`config.mk`:
```
export PLATFORM = sky130hd
export DESIGN_NAME = jtag_pwr_ctrl
export DESIGN_NICKNAME = d
export VERILOG_FILES = /design/src/rtl/jpc_pkg.sv /design/src/rtl/jpc_decode.sv /design/src/rtl/jpc_mode_fsm.sv /design/src/rtl/jpc_out.sv /design/src/rtl/jtag_pwr_ctrl.sv
export SDC_FILE = /design/constraint.sdc
export NUM_CORES = 1
export LEC_CHECK = 0
export BUFFER_PORTS_ARGS = -buffer_cell sky130_fd_sc_hd__buf_2
export CAP_MARGIN = 20
export CORE_AREA = 2 2 39 41
export CTS_BUF_LIST = sky130_fd_sc_hd__clkbuf_8 sky130_fd_sc_hd__clkbuf_16
export DETAILED_ROUTE_END_ITERATION = 16
export DIE_AREA = 0 0 41 43
export PLACE_DENSITY = 0.56
export SYNTH_ARGS = -nofsm -noshare
export SYNTH_HDL_FRONTEND = slang
export SYNTH_HIERARCHICAL = 1
export SYNTH_SLANG_ARGS = --single-unit
```
`constraint.sdc`:
```
create_clock -name tck_i -period 1.1 [get_ports tck_i]
set_input_delay 0.22 -clock tck_i [delete_from_list [all_inputs] [get_ports tck_i]]
set_output_delay 0.22 -clock tck_i [all_outputs]
set_load 0.005 [all_outputs]
```
`src/rtl/jpc_pkg.sv`:
```
package jpc_pkg;
  typedef enum logic [1:0] {
    MODE_PIN  = 2'd0,
    MODE_ACT  = 2'd1,
    MODE_FRZ  = 2'd2,
    MODE_AUTH = 2'd3
  } mode_e;

  typedef enum logic [2:0] {
    CMD_NONE = 3'd0,
    CMD_FRZ  = 3'd1,
    CMD_ACT  = 3'd2,
    CMD_PIN  = 3'd3,
    CMD_AUTH = 3'd4,
    CMD_HOLD = 3'd5
  } cmd_e;
endpackage

```
`src/rtl/jpc_decode.sv`:
```
module jpc_decode
  import jpc_pkg::*;
#(
  parameter int                     IR_W     = 8,
  parameter int                     HOLD_N   = 3,
  parameter logic [IR_W-1:0]        OPC_FRZ  = 8'h7E,
  parameter logic [IR_W-1:0]        OPC_ACT  = 8'h7F,
  parameter logic [IR_W-1:0]        OPC_PIN  = 8'h7D,
  parameter logic [IR_W-1:0]        OPC_AUTH = 8'hDD,
  parameter logic [HOLD_N*IR_W-1:0] OPC_HOLD = {8'h0A, 8'hDF, 8'hFF}
) (
  input  logic [IR_W-1:0] ir_i,
  output cmd_e            cmd_o
);
  logic [HOLD_N-1:0] hold_hit;

  for (genvar g = 0; g < HOLD_N; g++) begin : g_hold
    assign hold_hit[g] = (ir_i == OPC_HOLD[g*IR_W +: IR_W]);
  end

  always_comb begin
    if      (ir_i == OPC_FRZ)  cmd_o = CMD_FRZ;
    else if (ir_i == OPC_ACT)  cmd_o = CMD_ACT;
    else if (ir_i == OPC_PIN)  cmd_o = CMD_PIN;
    else if (ir_i == OPC_AUTH) cmd_o = CMD_AUTH;
    else if (|hold_hit)        cmd_o = CMD_HOLD;
    else                       cmd_o = CMD_NONE;
  end
endmodule

```
`src/rtl/jpc_mode_fsm.sv`:
```
module jpc_mode_fsm
  import jpc_pkg::*;
(
  input  logic  clk_i,
  input  logic  rst_ni,
  input  logic  upd_i,
  input  cmd_e  cmd_i,
  output mode_e mode_o
);
  mode_e mode_q, mode_d;
  mode_e saved_q;
  logic  enter_auth;

  assign enter_auth = upd_i && (mode_q != MODE_AUTH) && (cmd_i == CMD_AUTH);

  always_comb begin
    mode_d = mode_q;
    if (upd_i) begin
      if (mode_q == MODE_AUTH) begin
        // only the hold set and a repeated init keep authenticate
        if (!(cmd_i inside {CMD_AUTH, CMD_HOLD})) mode_d = saved_q;
      end else begin
        unique case (cmd_i)
          CMD_FRZ:  mode_d = MODE_FRZ;
          CMD_ACT:  mode_d = MODE_ACT;
          CMD_PIN:  mode_d = MODE_PIN;
          CMD_AUTH: mode_d = MODE_AUTH;
          default:  mode_d = mode_q;
        endcase
      end
    end
  end

  always_ff @(posedge clk_i or negedge rst_ni) begin
    if (!rst_ni) mode_q <= MODE_PIN;
    else         mode_q <= mode_d;
  end

  always_ff @(posedge clk_i or negedge rst_ni) begin
    if (!rst_ni)         saved_q <= MODE_PIN;
    else if (enter_auth) saved_q <= mode_q;
  end

  assign mode_o = mode_q;
endmodule

```
`src/rtl/jpc_out.sv`:
```
module jpc_out
  import jpc_pkg::*;
(
  input  mode_e mode_i,
  input  logic  frz_pin_ni,
  output logic  lp_req_o,
  output logic  auth_en_o
);
  always_comb begin
    unique case (mode_i)
      MODE_PIN:  lp_req_o = ~frz_pin_ni;
      MODE_FRZ:  lp_req_o = 1'b1;
      default:   lp_req_o = 1'b0;
    endcase
  end

  assign auth_en_o = (mode_i == MODE_AUTH);
endmodule

```
`src/rtl/jtag_pwr_ctrl.sv`:
```
module jtag_pwr_ctrl
  import jpc_pkg::*;
#(
  parameter int                     IR_W     = 8,
  parameter int                     HOLD_N   = 3,
  parameter logic [IR_W-1:0]        OPC_FRZ  = 8'h7E,
  parameter logic [IR_W-1:0]        OPC_ACT  = 8'h7F,
  parameter logic [IR_W-1:0]        OPC_PIN  = 8'h7D,
  parameter logic [IR_W-1:0]        OPC_AUTH = 8'hDD,
  parameter logic [HOLD_N*IR_W-1:0] OPC_HOLD = {8'h0A, 8'hDF, 8'hFF}
) (
  input  logic            tck_i,
  input  logic            rst_ni,
  input  logic [IR_W-1:0] ir_i,
  input  logic            ir_upd_i,
  input  logic            frz_pin_ni,
  output logic            lp_req_o,
  output logic            auth_en_o
);
  cmd_e  cmd;
  mode_e mode;

  jpc_decode #(
    .IR_W(IR_W), .HOLD_N(HOLD_N), .OPC_FRZ(OPC_FRZ), .OPC_ACT(OPC_ACT),
    .OPC_PIN(OPC_PIN), .OPC_AUTH(OPC_AUTH), .OPC_HOLD(OPC_HOLD)
  ) u_dec (
    .ir_i (ir_i),
    .cmd_o(cmd)
  );

  jpc_mode_fsm u_fsm (
    .clk_i (tck_i),
    .rst_ni(rst_ni),
    .upd_i (ir_upd_i),
    .cmd_i (cmd),
    .mode_o(mode)
  );

  jpc_out u_out (
    .mode_i    (mode),
    .frz_pin_ni(frz_pin_ni),
    .lp_req_o  (lp_req_o),
    .auth_en_o (auth_en_o)
  );
endmodule

```
==> metrics.cfg, run 1 <==
[job]
maxCapViolCount = 0

[worst_hold_path]
hold_path_class = input port to register
min_to = u_fsm/mode_o[1]
min_delay_path_depth = 2
min_from = ir_upd_i

[sta]
slew_headroom_pct = 82.4
fin_crit_ns = 1.25
final.setup.worst_slack_ns = -0.152
hold_viol_final = 0
period_share_pct = 114
hold_slack_ns = 0.205
setup_viol = 6
slew_violations = 0
fmax_mhz = 799
worst_pin_slew_ns = 0.264
rsz0062_at_grt = yes
fin_skew_ns = 0.00460

[floorplan]
core_um2 = 1380
die_w_um = 41
dieArea_um2 = 1760
die_y_um = 43
ios = 14
start_util_pct = 25.9
rows = 14

[setup_path]
cp_slowest_cell = dfrtp_1
critPathLaunchType = register
reg2reg_depth = 5
path_buf_inv = 1
r2r_start = u_fsm/mode_o[1]
critical_path_class = register to register
cp_data_required_time_ns = 1.20
cp.arrival_ns = 1.35
endpoint_kind = register
max_stage_delay_ns = 0.41
r2r_slack_ns = -0.15
critPathMaxFanout = 4
r2r-end = u_fsm/mode_o[1]
cp_cell_sequence = buf_4 > a211oi_2 > a21oi_1 > o221a_1 > a2bb2oi_1
crit_family = compound AO/OA/AOI/OAI gates

[cells_and_area]
layout-drive-gt1-share_pct = 57.5
area_growth_pct = 88.5
design_area_um2 = 674
fillers = 148
antennaDiodeCount = 0
post-route-util_pct = 48.7
finalNetCount = 87

[clock_network]
insertion_delay_ns = 0.22
ctsLongestPathBuffers = 2
cts_buffers = 3
clkTransAtPathRegs_ns = 0.03
cts_tree = done
cts_sinks = 4
htree_levels = 1
root_buffer = clkbuf_8

[global_routing]
globalRouteOverflowTotal = 0
antenna_found_initial = 0
grt_max_degree = 6
grt_pass1_wl_um = 1570
grt_usage_pct = 13.3
grt_pass1_vias = 423

[routing]
wirelength_um = 868
avgRoutedWirePerCell_um = 9.75
drt_iter0_markers = 3
vias = 428
vias_per_cell = 4.81
drc = 0
firstDrtPassIters = 2
drtAntennaViolNets = 0

[power_and_ir_drop]
cellPowerDensity_nw_per_um2 = 1680
p_leak_nw = 0.319
vdd_drop_max_v = 0.000610

[synthesis]
ys_seq_area_share_pct = 28.0
synthTopCellsByArea = dfrtp_1, nand2b_1, o22a_1
synthFlopType = dfrtp_1
ys_seq_elements = 4
syn_area_um2 = 358
postSynthCellCount = 45
yosysTopAreaCell = dfrtp_1
synth.avg_cell_area_um2 = 7.95
ys_warn_count = 6
synth_edf_count = 0
synth_top_cell_area_share_pct = 28.0
async_flop_share_pct = 100
synth.net_count = 57
ys_types = 26

[placed_design]
place_congestion = 0.676
post-dp-hpwl_um = 733
dpl_cell_area_um2 = 544
portBuffers = 13

[run_status]
violations = negative setup slack
status = finished, violations left

[Yosys cell counts (2+ instances only)]
cell	number
nor2_1	4
nand2b_1	3
inv_1	3
dfrtp_1	4
o21ai_0	3
o22a_1	2
nor2b_1	2
nand2_1	3
a21oi_1	2
nand3_1	3
[worst reg2reg max path, delay by kind of cell, from the launching register on]
family / cells / cell delay [ns]
compound gates: 4 / 0.57
flops: 1 / 0.41
buf+inv: 1 / 0.16
[kinds of logic after synthesis]
group / after synthesis / share of synthesized area [%]
buf+inv: 3 / 3.15
compound gates: 14 / 26.9
flops: 4 / 28.0
simple gates: 23 / 39.5
xor+xnor: 1 / 2.45
[how the worst max path moves through the flow]
stage,from,endpoint,depth (start not counted)
after floorplan,ir_i[5],u_fsm/mode_o[1],6
after global placement,ir_i[5],u_fsm/saved_q[1],7
after detailed placement,ir_i[5],u_fsm/mode_o[1],7
after CTS,u_fsm/mode_o[1],u_fsm/mode_o[1],5
after global routing,ir_i[5],u_fsm/mode_o[1],8
final,u_fsm/mode_o[1],u_fsm/mode_o[1],5
[metrics by stage]
stage	power, mW	setup TNS (ns)	cells	setup slack [ns]
3_5_place_dp	0.670	-1.75	82	-0.443
2_1_floorplan	0.485	-0.715	45	-0.196
3_3_place_gp	0.664	-1.68	82	-0.432
4_1_cts	1.11	-0.823	89	-0.159
6_report	1.13	-0.785	89	-0.152
5_1_grt	1.24	-1.19	89	-0.239
[sequential cells by signal, indices dropped and copies added (netlist names)]
| name | count |
|---|---|
| u_fsm/mode_o | 2 |
| u_fsm/saved_q | 2 |
[cell usage in the layout (no fill, tap or decap), types with 3 or more instances in the layout]
cell	instances
nor2_1	3
nand2_1	3
buf_4	9
dfrtp_1	3
buf_6	4
buf_2	10
clkbuf_8	3
[routing by layer]
layer  part of all wire (%)  global-route usage (%)  vias up
li1                       -                       -      221
met1                     35                    11.9      189
met2                     57                    24.1       15
met3                    5.8                    4.71        3
met4                    2.2                    6.00        0
met5                      0                       0        -
[layout make-up]
cell class,count,area [µm²],area share (%)
clock buffer,3,41.3,6.12
inverter,3,11.3,1.67
sequential,4,101,15.0
timing repair buffer,25,188,27.8
tap,16,20.0,2.97
multi-input combinational,38,313,46.4
[power by group]
part / internal, mW / switching (mW) / total [mW]
clock network: 0.233 / 0.0735 / 0.306
logic: 0.342 / 0.216 / 0.558
registers: 0.209 / 0.0591 / 0.268
total: 0.783 / 0.349 / 1.13
[what timing repair did]
action | 4_1_cts | 5_1_grt
endpoints found under the hold margin | 4 | 0
hold buffers | 1 | 0
buffers inserted | 3 | 0
pin swaps | 2 | 1
resized for setup | 11 | 4
setup endpoints to repair | 6 | 6
Note: power is estimated with default switching activity, not from simulation.
==> run 2, diff against run 1 <==
Settings changed: RECOVER_POWER from default to 25, TNS_END_PERCENT from default to 10.
==> run 2 against run 1 <==
Net effect: the flow still finishes with violations (negative setup slack); non-clock buffer count down 1; first-iteration DRC count increased to 3.3 times the previous value; combinational power shrank 16%; routed wire length rose by 9.7%; utilization decreased by 1.4 points; clock power decreased by 2%; count of clock-buffer cells in the layout unchanged; critical path depth is 3 higher; global-route usage is 0.50 points lower; critical endpoint is now u_fsm/mode_o[0]; largest cell class unchanged.
==> metrics.cfg, run 2 (synthesis gave the netlist of run 1 again) <==
[floorplan]
dieArea_um2 = 1760
die_y_um = 43
die_w_um = 41
start_util_pct = 25.9
core_um2 = 1380
rows = 14
ios = 14

[cells_and_area]
area_growth_pct = 82.9
layout-drive-gt1-share_pct = 52.8
final_cell_mix = buf_2, buf_4, nor2_1, dfrtp_1
layout_commonest_cell = buf_2
post-route-util_pct = 47.3
design_area_um2 = 654
finalNetCount = 86
antennaDiodeCount = 0

[clock_network]
insertion_delay_ns = 0.21
clkTransAtPathRegs_ns = 0.03
cts_sinks = 4
htree_levels = 1
cts_tree = done
ctsLongestPathBuffers = 2
root_buffer = clkbuf_8
cts_buffers = 3

[placed_design]
place_congestion = 0.714
dpl_cell_area_um2 = 552
dp_slack_ns = -0.413
portBuffers = 13
post-dp-hpwl_um = 757

[sta]
fmax_mhz = 764
hold_viol_final = 0
fin_skew_ns = 0.00368
setup_viol = 6
final.setup.worst_slack_ns = -0.209
worst_pin_slew_ns = 0.256
slew_headroom_pct = 82.8
hold_slack_ns = 0.211
rsz0062_at_grt = yes
slew_violations = 0
fin_crit_ns = 1.31
period_share_pct = 119

[routing]
firstDrtPassIters = 4
avgRoutedWirePerCell_um = 10.8
drtAntennaViolNets = 0
vias_per_cell = 5.07
vias = 446
drc = 0
wirelength_um = 952
drt_iter0_markers = 10

[global_routing]
grt_max_degree = 7
grt_pass1_wl_um = 1450
grt_pass1_vias = 384
grt_usage_pct = 12.8
globalRouteOverflowTotal = 0
antenna_found_initial = 0

[setup_path]
endpoint_kind = register
critical_path_class = input port to register
cp.arrival_ns = 1.39
max_stage_delay_ns = 0.26
critPathLaunchType = input port
critPathMaxFanout = 5
crit_family = compound AO/OA/AOI/OAI gates
cp_slowest_cell = nor4b_4
path_buf_inv = 1
cp_data_required_time_ns = 1.18
cp_cell_sequence = buf_6 > nor4b_4 > nand3_2 > o21ai_4 > a211oi_2 > a21oi_1 > o221a_1 > a31oi_1

[power_and_ir_drop]
total_power_mw = 1.03
vdd_drop_max_v = 0.000452
cellPowerDensity_nw_per_um2 = 1580
p_leak_nw = 0.313

[job]
maxCapViolCount = 0

[worst_hold_path]
hold_path_class = input port to register

[run_status]
violations = negative setup slack
status = finished, violations left

==> run 2: changes by cell type in the layout (fill, tap and decap cells not counted), sizes merged <==
cell	previous run	this run
buf	24	22
clkbuf	3	4
==> run 2: where the power goes <==
group	switching [mW]	total, mW	internal (mW)
combinational	0.200	0.467	0.267
clock	0.0677	0.300	0.232
sequential	0.0616	0.267	0.205
==> run 2: timing repair <==
item	CTS	global route
buffers inserted	0	1
pin swaps	0	6
endpoints found under the setup margin	6	6
endpoints found under the hold margin	4	0
hold buffers	1	0
cloned	0	0
resized for setup	2	9
==> run 2: layout make-up <==
| type | instances | area, µm² |
|---|---|---|
| Timing Repair Buffer | 24 | 165 |
| Tap cell | 16 | 20.0 |
| Fill cell | 142 | 729 |
| Sequential cell | 4 | 100 |
| Inverter | 3 | 11.3 |
| Clock buffer | 3 | 41.3 |
| Multi-Input combinational cell | 38 | 317 |
==> run 2: through the flow <==
step | setup TNS [ns] | cells
2_1_floorplan | -0.715 | 45
3_3_place_gp | -1.57 | 83
3_5_place_dp | -1.64 | 83
4_1_cts | -0.918 | 87
5_1_grt | -1.36 | 88
6_report | -0.887 | 88
==> run 2: metal layers <==
metal	track usage, %	routed length (µm)	up-vias	part of all wire [%]
met5	0	0	-	0
met4	10.0	23	0	2.4
met3	4.71	44	2	4.6
met2	20.9	544	17	57
met1	11.6	339	204	36
li1	-	-	223	-
==> run 2: path summary, 6_finish.rpt <==
check                                 start               end  slack, ns  cells past startpoint
setup reg to reg            u_fsm/mode_o[0]   u_fsm/mode_o[0]      -0.12                      4
hold reg to reg            u_fsm/saved_q[0]  u_fsm/saved_q[0]       0.49                      1
setup / recovery                    ir_i[2]   u_fsm/mode_o[0]      -0.21                      8
min in group asynchronous            rst_ni  u_fsm/saved_q[0]       0.36                      2
hold / removal                     ir_upd_i   u_fsm/mode_o[1]       0.21                      2
max in group asynchronous            rst_ni   u_fsm/mode_o[0]       0.55                      2
